[src/rtl/pic8_pkg.sv]
package pic8_pkg;
  typedef enum logic [1:0] {ST_IDLE, ST_BASE, ST_CASC, ST_MODE} init_st_t;
  localparam logic [1:0] A_CMD  = 2'd0;
  localparam logic [1:0] A_DATA = 2'd1;
  localparam logic [1:0] A_TRIG = 2'd2;
endpackage

[src/rtl/pic8_prog.sv]
module pic8_prog
  import pic8_pkg::*;
#(
  parameter int N  = 8,
  parameter int LW = $clog2(N)
) (
  input  logic          clk,
  input  logic          rst,
  input  logic          wr_en,
  input  logic [1:0]    addr,
  input  logic [7:0]    wdata,
  output logic [N-1:0]  imr,
  output logic [N-1:0]  trig,
  output logic [7:0]    vbase,
  output logic [7:0]    casc,
  output logic          aeoi,
  output logic          rd_isr,
  output logic          ready,
  output logic          init_clr,
  output logic          eoi_valid,
  output logic [LW-1:0] eoi_lvl
);
  init_st_t st;
  logic cmd_wr, dat_wr, sel_cmd;

  assign cmd_wr    = wr_en && (addr == A_CMD);
  assign dat_wr    = wr_en && (addr == A_DATA);
  assign init_clr  = cmd_wr && wdata[4];
  assign sel_cmd   = cmd_wr && (wdata[7:1] == 7'b0000101);
  assign eoi_valid = cmd_wr && (wdata[7:3] == 5'b01100);
  assign eoi_lvl   = wdata[LW-1:0];

  always_ff @(posedge clk) begin
    if (rst) begin
      st     <= ST_IDLE;
      ready  <= 1'b0;
      imr    <= '1;
      trig   <= '0;
      vbase  <= '0;
      casc   <= '0;
      aeoi   <= 1'b0;
      rd_isr <= 1'b0;
    end else begin
      if (init_clr) begin
        st     <= ST_BASE;
        ready  <= 1'b0;
        imr    <= '0;
        rd_isr <= 1'b0;
      end else if (sel_cmd) begin
        rd_isr <= wdata[0];
      end
      if (dat_wr) begin
        case (st)
          ST_BASE: begin vbase <= wdata; st <= ST_CASC; end
          ST_CASC: begin casc  <= wdata; st <= ST_MODE; end
          ST_MODE: begin aeoi  <= wdata[1]; st <= ST_IDLE; ready <= 1'b1; end
          default: imr <= wdata[N-1:0];
        endcase
      end
      if (wr_en && addr == A_TRIG) trig <= wdata[N-1:0];
    end
  end

  p_reset_cfg_r1: assert property (@(posedge clk) disable iff (rst)
    $fell(rst) |-> (imr == '1 && !ready && !rd_isr));
  p_mode_done_r2: assert property (@(posedge clk) disable iff (rst)
    (dat_wr && st == ST_MODE) |=> ready);
endmodule

[src/rtl/pic8_resolve.sv]
module pic8_resolve #(
  parameter int N  = 8,
  parameter int LW = $clog2(N)
) (
  input  logic [N-1:0]  req,
  input  logic [N-1:0]  imr,
  input  logic [N-1:0]  isr,
  output logic          any,
  output logic [LW-1:0] lvl,
  output logic [N-1:0]  grant
);
  logic [N-1:0] elig;
  assign elig = req & ~imr;

  always_comb begin
    logic blk;
    blk = 1'b0;
    any = 1'b0;
    lvl = '0;
    for (int i = 0; i < N; i++) begin
      blk = blk | isr[i];
      if (!any && elig[i] && !blk) begin
        any = 1'b1;
        lvl = LW'(i);
      end
    end
    grant = any ? (N'(1) << lvl) : '0;
  end
endmodule

[src/rtl/pic8_core.sv]
module pic8_core
  import pic8_pkg::*;
#(
  parameter int N  = 8,
  parameter int LW = $clog2(N)
) (
  input  logic         clk,
  input  logic         rst,
  input  logic         wr_en,
  input  logic         rd_en,
  input  logic [1:0]   addr,
  input  logic [7:0]   wdata,
  output logic [7:0]   rdata,
  input  logic [N-1:0] irq_in,
  input  logic         inta,
  output logic         int_out,
  output logic [7:0]   vec_out,
  output logic [7:0]   cascade_cfg
);
  logic [N-1:0] imr, trig, irq_q, irr, isr, grant, eoi_oh, irr_n, isr_set;
  logic [7:0]   vbase;
  logic         aeoi, rd_isr, ready, init_clr, eoi_valid, any, ack_hit;
  logic [LW-1:0] eoi_lvl, lvl;

  pic8_prog #(.N(N), .LW(LW)) u_prog (
    .clk(clk), .rst(rst), .wr_en(wr_en), .addr(addr), .wdata(wdata),
    .imr(imr), .trig(trig), .vbase(vbase), .casc(cascade_cfg), .aeoi(aeoi),
    .rd_isr(rd_isr), .ready(ready), .init_clr(init_clr),
    .eoi_valid(eoi_valid), .eoi_lvl(eoi_lvl));

  pic8_resolve #(.N(N), .LW(LW)) u_res (
    .req(irr), .imr(imr), .isr(isr), .any(any), .lvl(lvl), .grant(grant));

  assign ack_hit = inta && any;
  assign eoi_oh  = eoi_valid ? (N'(1) << eoi_lvl) : '0;
  assign isr_set = (ack_hit && !aeoi) ? grant : '0;

  generate
    for (genvar i = 0; i < N; i++) begin : g_cap
      assign irr_n[i] = trig[i] ? irq_in[i]
                      : ((irr[i] | (irq_in[i] & ~irq_q[i])) & ~(ack_hit & grant[i]));
    end
  endgenerate

  always_comb begin
    vec_out = '0;
    if (inta) vec_out = vbase + (any ? 8'(lvl) : 8'(N - 1));
  end

  always_ff @(posedge clk) begin
    if (rst) begin
      irq_q   <= '0;
      irr     <= '0;
      isr     <= '0;
      int_out <= 1'b0;
      rdata   <= '0;
    end else begin
      irq_q   <= irq_in;
      irr     <= init_clr ? '0 : irr_n;
      isr     <= init_clr ? '0 : ((isr & ~eoi_oh) | isr_set);
      int_out <= ready && any;
      if (rd_en) begin
        rdata <= '0;
        case (addr)
          A_CMD:   rdata[N-1:0] <= rd_isr ? isr : irr;
          A_DATA:  rdata[N-1:0] <= imr;
          A_TRIG:  rdata[N-1:0] <= trig;
          default: rdata <= '0;
        endcase
      end
    end
  end

  p_reset_state_r1: assert property (@(posedge clk) disable iff (rst)
    $fell(rst) |-> (irr == '0 && isr == '0 && !int_out));
  p_quiet_uninit_r2: assert property (@(posedge clk) disable iff (rst)
    !ready |=> !int_out);
  p_grant_unmasked_r5: assert property (@(posedge clk) disable iff (rst)
    ack_hit |-> ((grant & imr) == '0));
  p_eoi_clears_r9: assert property (@(posedge clk) disable iff (rst)
    (eoi_valid && !ack_hit) |=> !isr[$past(eoi_lvl)]);
  p_aeoi_keep_r10: assert property (@(posedge clk) disable iff (rst)
    (inta && aeoi && !eoi_valid && !init_clr) |=> (isr == $past(isr)));
  p_spurious_keep_r11: assert property (@(posedge clk) disable iff (rst)
    (inta && !any && !eoi_valid && !init_clr) |=> (isr == $past(isr)));
endmodule

[config.mk]
export PLATFORM = sky130hd
export DESIGN_NAME = pic8_core
export DESIGN_NICKNAME = d
export VERILOG_FILES = /design/src/rtl/pic8_pkg.sv /design/src/rtl/pic8_prog.sv /design/src/rtl/pic8_resolve.sv /design/src/rtl/pic8_core.sv
export SDC_FILE = /design/constraint.sdc
export NUM_CORES = 1
export LEC_CHECK = 0
export BUFFER_PORTS_ARGS = -buffer_cell sky130_fd_sc_hd__buf_2
export CAP_MARGIN = 20
export CORE_ASPECT_RATIO = 1.2
export CORE_UTILIZATION = 39
export DETAILED_ROUTE_END_ITERATION = 7
export HOLD_SLACK_MARGIN = 0.15
export SLEW_MARGIN = 20
export SYNTH_ARGS = -nofsm -noshare
export SYNTH_HDL_FRONTEND = slang
export SYNTH_SLANG_ARGS = --single-unit
export TNS_END_PERCENT = 20
[constraint.sdc]
create_clock -name clk -period 3 [get_ports clk]
set_input_delay 0.45 -clock clk [delete_from_list [all_inputs] [get_ports clk]]
set_output_delay 0.45 -clock clk [all_outputs]
set_load 0.02 [all_outputs]
# After elaboration in Yosys (flattened, before gate mapping)
# Index checks and enable logic that the tools add are counted.
# Widths: inputs -> output; s select.
# totals
regBits,70
latchBits,0
mem_bits_rw,0
rom_bits,0
out_inout_bits,25
n_memories,0
# op_classes
add_sub_neg,1
multipliers,0
div_mod_pow,0
n_lt_le_gt_ge,0
n_eq_ne,7
shifts,2
muxes,39
n_bitwise,60
n_reduce_logical,46
# op_table
operator,n
$mux 8,8
$and 1x1->1,24
$logic_and 1x1->1,24
$pmux 8 s3,1
$mux 1,20
$and 8x8->8,2
$logic_not 1->1,16
$not 1->1,16
$not 8->8,2
$shl 1x3->8 const A,2
$mux 3,5
$or 1x1->1,15
$add 8x3->8,1
$mux 2,4
$or 8x8->8,1
$eq 7x3->1 const B,1
$eq 2x2->1 const B,3
$pmux 2 s3,1
$reduce_and 2->1,3
$eq 5x4->1 const B,1
$eq 2x1->1 const B,2
$reduce_or 3->1,1
$logic_not 2->1,1
$reduce_or 2->1,1

# Longest topological paths before layout
# Gate-level depths: netlist of the first run.
# logic_depth
ltp_word,38
mapped_depth,13
mapped_depth_nobuf,12

# Hierarchy
# A second synthesis of the first run with hierarchy kept.
# hier_totals
hier_cells,395
hier_area_um2,3427.0
# modules_own_cells
mod,instances,cells_per_inst,area_per_inst_um2
pic8_core,1,196,1664.1
pic8_prog,1,159,1493.9
pic8_resolve,1,40,269.0

# Worst setup path before layout of the first run
# Ideal clock, no wire load.
# synth_path
path_type,register -> output
startpoint,reg isr[0]
endpoint,out vec_out[6]
arrival_time_ps,2711
t_required_ps,2550
path_slack_ps,-161
path_stages_with_launch,13
cell_sequence,dfxtp_1 buf_6 nor4b_1 a31oi_1 nor2_1 a31o_2 ha_1 inv_1 fa_1 nor2b_1 o2111ai_1 xor2_1 nor2_1
# synth_between
elab_chain_len,34
word_cells_on_any_way,55
classes_between,1 x add/sub; 17 x mux; 7 x bitwise; 30 x reduce/logical
# synth_lines
item,line_no,text
start: declaration,pic8_core.sv:20,"logic [N-1:0] imr, trig, irq_q, irr, isr, grant, eoi_oh, irr_n, isr_set;"
start signal: assignment,pic8_core.sv:60,isr <= init_clr ? '0 : ((isr & ~eoi_oh) | isr_set);
$logic_not 1->1,pic8_resolve.sv:22,if (!any && elig[i] && !blk) begin
$logic_and 1x1->1,pic8_resolve.sv:22,
$mux 1,pic8_resolve.sv:22,
$logic_not 1->1,pic8_resolve.sv:22,
$logic_and 1x1->1 (2 in a row),pic8_resolve.sv:22,
$mux 1,pic8_resolve.sv:22,
$logic_not 1->1,pic8_resolve.sv:22,
$logic_and 1x1->1 (2 in a row),pic8_resolve.sv:22,
(+14 left out),n/a,
$logic_and 1x1->1 (2 in a row),pic8_resolve.sv:22,
$mux 1,pic8_resolve.sv:22,
$logic_not 1->1,pic8_resolve.sv:22,
$logic_and 1x1->1 (2 in a row),pic8_resolve.sv:22,
$mux 3 / $mux 1 (equally long branches),pic8_resolve.sv:22,
$mux 3 *,pic8_core.sv:47,if (inta) vec_out = vbase + (any ? 8'(lvl) : 8'(N - 1));
$add 8x3->8 *,pic8_core.sv:47,
$mux 8 *,pic8_core.sv:47,
end: declaration,pic8_core.sv:17,"output logic [7:0] vec_out,"
# Every way passes the cells marked *; elsewhere a longest branch is shown, timed or not.

# Final worst setup path of the first run
# layout_path
startpoint,reg isr[3]
endpoint,out vec_out[5]
# layout_between
elab_chain_len,23
word_cells_on_any_way,36
classes_between,1 x add/sub; 12 x mux; 5 x bitwise; 18 x reduce/logical
# layout_lines
item,line_no,text
$or 1x1->1 *,pic8_resolve.sv:21,blk = blk | isr[i];
$logic_not 1->1,pic8_resolve.sv:22,
$logic_and 1x1->1,pic8_resolve.sv:22,
$mux 1,pic8_resolve.sv:22,
$logic_not 1->1,pic8_resolve.sv:22,
$logic_and 1x1->1 (2 in a row),pic8_resolve.sv:22,
$mux 1,pic8_resolve.sv:22,
$logic_not 1->1,pic8_resolve.sv:22,
(+4 left out),n/a,
$logic_and 1x1->1 (2 in a row),pic8_resolve.sv:22,
$mux 1,pic8_resolve.sv:22,
$logic_not 1->1,pic8_resolve.sv:22,
$logic_and 1x1->1 (2 in a row),pic8_resolve.sv:22,
$mux 3 / $mux 1 (equally long branches),pic8_resolve.sv:22,
$mux 3 *,pic8_core.sv:47,
$add 8x3->8 *,pic8_core.sv:47,
$mux 8 *,pic8_core.sv:47,
# Marks and branches as above.

==> results of run 1 <==
-- cell families (layout without fill, tap and decap cells) --
logic type                 Yosys count  count (layout)  synth area share (%)
DFF                                 70              70                  41.2
adders and majority gates            8               8                  3.16
xor gates and xnor gates             3               3                 0.772
AOI/OAI and AO/OA                  103             103                  20.2
and+or+nand+nor                    175             175                  25.7
muxes                               16              16                  4.71
buffers and inverters               37             106                  4.30
-- flip-flops by register name, summed over array words and instances, names as in the netlist, 2 cells and up --
name          count
irq_q             8
irr               8
isr               8
rdata             8
u_prog.casc       8
u_prog.imr        8
u_prog.trig       8
u_prog.vbase      8
u_prog.st         2
-- Yosys cell counts, drive strengths merged (2+ instances only) --
master  instances
o21a            3
and2            4
dfxtp          70
and3            3
a22oi           2
nand4           3
o211ai          3
nand3           9
nor3            4
nor3b           2
o311ai          3
xor2            3
clkbuf         22
nor4            2
nor2b          20
mux2i          16
a221o           8
nand2          62
a31oi           2
buf             2
o21ai          18
or3             2
a311oi          8
nand4b          2
a21oi          34
ha              7
or4             4
inv            12
o31ai           4
o22ai           2
nor4b           2
or3b            2
nor2           35
nand2b         15
a211oi          4
-- area by class of cell --
class	count	area share [%]
Tap cell	114	3.28
Sequential cell	70	32.2
Clock buffer	12	3.79
Multi-Input combinational cell	305	46.2
Timing Repair Buffer	78	11.3
Clock inverter	3	2.07
Inverter	13	1.12
-- worst register-to-register path: cells and delay by family (launching register included) --
kind | cells | cell delay [ns]
compound gates | 1 | 0.15
flops | 1 | 0.32
simple gates | 3 | 1.49
buf+inv | 1 | 0.17
-- where the power goes --
group	switching, mW	internal [mW]
combinational	0.169	0.127
clock	0.352	0.616
sequential	0.0285	0.967
total	0.550	1.71
-- metrics by stage --
stage | cell area, um^2 | setup slack [ns]
CTS | 4330 | -0.360
global placement | 3920 | -0.0177
global route | 4350 | -0.517
floorplan | 3420 | -0.0520
finish | 4350 | -0.391
detailed placement | 3920 | -0.146
-- per-layer routing --
layer	track usage (%)	vias to the layer above
li1	-	1596
met1	27.1	1561
met2	41.2	94
met3	4.60	31
met4	13.8	0
met5	0	-
-- repair_timing --
item	in CTS	in global routing
hold endpoints to repair	0	0
setup endpoints to repair	8	7
pin swaps	12	3
setup buffers	2	0
resized for setup	27	8
cloned	0	0
-- path summary, 6_finish.rpt --
check / start / endpoint / slack [ns] / cells after the start
max: isr[3] / vec_out[5] / -0.39 / 11
min: irq_in[3] / irq_q[3] / 0.32 / 2
max reg2reg: isr[3] / isr[5] / 0.80 / 5
min reg2reg: u_prog.casc[5] / u_prog.casc[5] / 0.46 / 2
-- cell usage in the layout, fill, tap and decap left out, types with 4 or more instances in the layout --
cell type,n
o31ai_1,4
a311oi_1,8
ha_1,5
o21ai_0,17
nor2_2,4
a221o_1,8
buf_4,31
nand3_1,9
clkbuf_8,12
inv_1,11
and2_1,4
nor2_1,30
buf_2,43
nand2b_1,15
buf_6,4
a21oi_1,31
a211oi_1,4
dfxtp_1,69
mux2i_1,16
nand2_1,61
nor2b_1,19
==> results.yml, run 1 <==
setup_path:
  crit_chain: "or4_4, nor2_4, nand2_2, o21a_1, ha_1, a21o_1, a21oi_4, buf_4, or3_4, a21oi_2, buf_4"
  cp_slowest_cell: "or4_4"
  critPathMaxFanout: 4
  cp_capture_type: "output port"
  timing.critical_path.required_ns: 2.55
  worst-setup-path-type: "reg -> out"
  critical-path-top-delay-family: "simple AND/OR/NAND/NOR gates"
  timing.critical_path.arrival_ns: 2.94
  worst_path_largest_cell_delay_ns: 0.58
  cp_num_buf_inv: 2
  critPathMostFrequentCell: "buf_4"
  start_kind: "flop"
synthesis:
  netlist.top_cell.by_area: "dfxtp_1"
  yosys_warning_count: 0
  syn_area_um2: 3400
  part_of_the_yosys_area_used_for_sequential_elements_pct: 41.2
  ys_dominant_reg_cell: "dfxtp_1"
  synth_edf_count: 0
  synthCells: 412
  count_of_unique_library_cells_instantiated_by_yosys: 55
  postSynth.asyncResetShare_pct: 0
  syn-mean-instance-area_um2: 8.26
  postSynthRegisterBits: 70
  mappedNetlistNets: 443
  synth.area.top_cells: "dfxtp_1 41%, nand2_1 6.8%, a21oi_1 5.0%"
  synth.top_cell.area_share_pct: 41.2
routing:
  vias: 3282
  wl_met1_mm: 4.06
  drt_first_pass_iters: 4
  routed-wl-met2_mm: 5.26
  wl_met3_um: 506
  post-route-drc-count: 0
  top_layer_in_use: "met4"
  via_per_inst: 5.52
  drtAntennaViolNets: 0
  avgRoutedWirePerCell_um: 17.1
  routed_wirelength_mm: 10.2
  drt-initial-drc-count: 224
floorplanning:
  row_count: 36
  initial_core_util_pct: 41.1
  chipHeight_um: 104
  design.die.area_um2: 9110
  die-width_um: 87.3
  io-pin-count: 48
  core_area_um2: 8290
final_layout:
  regArea_um2: 1400
  layout.core_utilization_pct: 52.5
  filler_cell_count_in_the_final_layout: 780
  total_area_of_multi_input_combinational_cells_um2: 2010
  final_layout_size_suffix_gt1_share_pct: 25.6
  design.final.nets: 508
  antenna-diode-count: 0
  final_non_filler_cell_total: 595
  flow.area_growth_from_synthesis_pct: 27.9
cts:
  numCtsBuffers: 9
  clock-root-buffer: "clkbuf_8"
  cts_num_sinks: 70
  clkSlewWorstSetupHoldPaths_ns: 0.08
  htree_num_levels: 3
  tritoncts: "done"
  cts_max_path_buffers: 2
  post_cts_hold_buffer_count: 0
  clk-insertion-delay-late_ns: 0.35
global_routing:
  vias_in_the_first_global_route: 3238
  grt_max_degree: 35
  grt.total_usage_pct: 24.0
  wire_length_of_the_first_global_routing_pass_mm: 16.5
  antenna_found_initial: 0
  total_gr_overflow: 0
sta:
  finalCriticalPeriod_ns: 3.39
  fin_skew_ns: 0.00913
  finalHoldWorstSlack_ns: 0.322
  grt_setup_unrepaired: "yes"
  final-setup-viol-count: 7
  timing.slew.headroom_pct: 51.2
  finalMaxSlewViolations: 0
  timing_hold_violations_final: 0
  final.period_utilization_pct: 113
  tightestPinTransition_ns: 0.730
  maxClockFrequency_mhz: 295
  final.setup.worst_slack_ns: -0.391
  fin_tns_setup_ns: -2.07
flow_run:
  max_capacitance_violation_total: 0
place:
  dp_cells: 578
  placement.io_buffers: 47
  gpl.final_weighted_congestion: 0.898
  detailed_placer_s_ending_hpwl_mm: 7.19
power:
  vdd.ir_drop.worst_uv: 279
  fin_total_pwr_mw: 2.26
  pwr_density_cell_nw_per_um2: 519
  leakage_nw: 1.72
status:
  status: "finished, violations left"
  violations_in_the_final_reports: "negative setup slack"
hold_path:
  hold_class: "in -> reg"
No activity file was read; power rests on OpenSTA's default activity.
==> inputs of run 2 (changes only) <==
Settings changed: GPL_ROUTABILITY_DRIVEN set to 0.
Clock period 3 ns to 3.44 ns, I/O delays scaled along.
==> results.yml, run 2 (synthesis gave the netlist of run 1 again) <==
global_routing:
  grt_max_degree: 54
  grt.total_usage_pct: 23.0
  wire_length_of_the_first_global_routing_pass_mm: 15.9
  antenna_found_initial: 0
  total_gr_overflow: 0
  vias_in_the_first_global_route: 3173
sta:
  maxClockFrequency_mhz: 291
  timing.slew.headroom_pct: 32.0
  finalMaxSlewViolations: 0
  fin_skew_ns: 0.00952
  grt_setup_unrepaired: "yes"
  final.setup.worst_slack_ns: -0.00206
  final.period_utilization_pct: 100
  timing_hold_violations_final: 0
  finalHoldWorstSlack_ns: 0.395
  tightestPinTransition_ns: 1.01
  final-setup-viol-count: 1
  finalCriticalPeriod_ns: 3.44
floorplanning:
  io-pin-count: 48
  core_area_um2: 8290
  initial_core_util_pct: 41.1
  chipHeight_um: 104
  die-width_um: 87.3
  design.die.area_um2: 9110
  row_count: 36
setup_path:
  reg_to_reg_endpoint: "isr[5]"
  start_kind: "flop"
  critPathMaxFanout: 4
  worst-setup-path-type: "reg -> out"
  reg2regPathDepth: 5
  worst-r2r-setup-slack_ns: 1.20
  timing.critical_path.required_ns: 2.92
  timing.critical_path.arrival_ns: 2.93
  crit-reg2reg-launch: "isr[1]"
  cp_capture_type: "output port"
flow_run:
  max_capacitance_violation_total: 0
power:
  switchingPower_uw: 473
  pwr_density_cell_nw_per_um2: 437
  pwr-share-seq_pct: 48.7
  netSwitchingFraction_pct: 26.5
  leakage_nw: 1.57
  share_comb_of_total_power_pct: 12.9
  vdd.ir_drop.worst_uv: 214
  cell_internal_pwr_mw: 1.31
  power.share.clock_pct: 38.4
cts:
  cts_max_path_buffers: 2
  clock-root-buffer: "clkbuf_8"
  clkSlewWorstSetupHoldPaths_ns: 0.07
  numCtsBuffers: 9
  clk-insertion-delay-late_ns: 0.35
  cts_num_sinks: 70
  tritoncts: "done"
  htree_num_levels: 3
  post_cts_hold_buffer_count: 0
hold_path:
  hold_start: "irq_in[0]"
  hold_class: "in -> reg"
  hold_worst_path_end: "irq_q[0]"
  timing.hold.worst_path_depth: 2
routing:
  avgRoutedWirePerCell_um: 17.0
  drtAntennaViolNets: 0
  vias: 3219
  drt_first_pass_iters: 4
  post-route-drc-count: 0
  via_per_inst: 5.59
  drt-initial-drc-count: 153
  routed_wirelength_mm: 9.82
final_layout:
  antenna-diode-count: 0
  final_layout_size_suffix_gt1_share_pct: 19.9
  regArea_um2: 1410
  flow.area_growth_from_synthesis_pct: 19.8
  total_area_of_multi_input_combinational_cells_um2: 1950
  filler_cell_count_in_the_final_layout: 854
  design.final.nets: 488
  leading_cell_types_in_the_layout_fill_and_taps_excluded: "67 x dfxtp_1, 62 x nand2_1, 44 x buf_2"
  post_route_cell_area_um2: 4080
  layout.core_utilization_pct: 49.2
  final_common_cell: "dfxtp_1"
place:
  placement.io_buffers: 47
  dpl_worst_slack_ns: 0.139
  placed_cell_area_um2: 3740
  detailed_placer_s_ending_hpwl_mm: 6.94
status:
  status: "finished, violations left"
  violations_in_the_final_reports: "negative setup slack"
[run 2: metrics by stage]
stage | setup TNS (ns) | cells | total power, mW
floorplan | 0 | 412 | 1.02
global placement | 0 | 557 | 1.10
detailed placement | 0 | 557 | 1.11
CTS | -0.0447 | 574 | 1.78
global route | -0.454 | 576 | 1.86
finish | -0.00206 | 576 | 1.78
[run 2: layout make-up]
cell class / count / share of cell area [%]
tap: 114 / 3.50
timing repair buffer: 58 / 7.98
clock buffer: 13 / 3.90
inverter: 13 / 1.20
sequential: 70 / 34.6
clock inverter: 3 / 1.04
multi-input combinational: 305 / 47.8
[run 2: routing by layer]
| layer | wire (um) | global-route usage, % | vias up |
|---|---|---|---|
| li1 | - | - | 1558 |
| met1 | 4040 | 27.0 | 1536 |
| met2 | 4890 | 38.3 | 96 |
| met3 | 439 | 3.89 | 29 |
| met4 | 444 | 14.2 | 0 |
| met5 | 0 | 0 | - |
[run 2: what timing repair did]
action	4_1_cts	5_1_grt
cloned	0	0
setup buffers	1	2
pin swaps	5	12
endpoints found under the setup margin	6	6
gates resized for setup	13	14
[run 2: worst max-delay path, stage by stage (launching register included)]
cell,delay (ns)
dfxtp_4,0.35
or4_4,0.58
nor4_4,0.25
nand3_1,0.10
a31o_2,0.27
ha_4,0.17
inv_2,0.05
fa_2,0.19
nor2b_2,0.05
o2111ai_2,0.19
xor2_1,0.17
nor2_1,0.05
buf_4,0.16
[run 2: worst max path at each step]
stage,slack [ns],to,startpoint,depth (start not counted)
floorplan,0.21,vec_out[6],isr[0],12
global placement,0.26,vec_out[7],isr[1],10
detailed placement,0.14,vec_out[5],isr[1],10
CTS,-0.04,vec_out[6],isr[1],12
global route,-0.14,vec_out[6],isr[1],12
finish,-0.002,vec_out[6],isr[1],12
[run 2: power groups by stage]
stage          logic, mW  registers (mW)  clock network (mW)
2_1_floorplan      0.135           0.887                   0
3_3_place_gp       0.217           0.886                   0
3_5_place_dp       0.218           0.887                   0
4_1_cts            0.225           0.868               0.689
5_1_grt            0.255           0.873               0.730
6_report           0.231           0.868               0.684
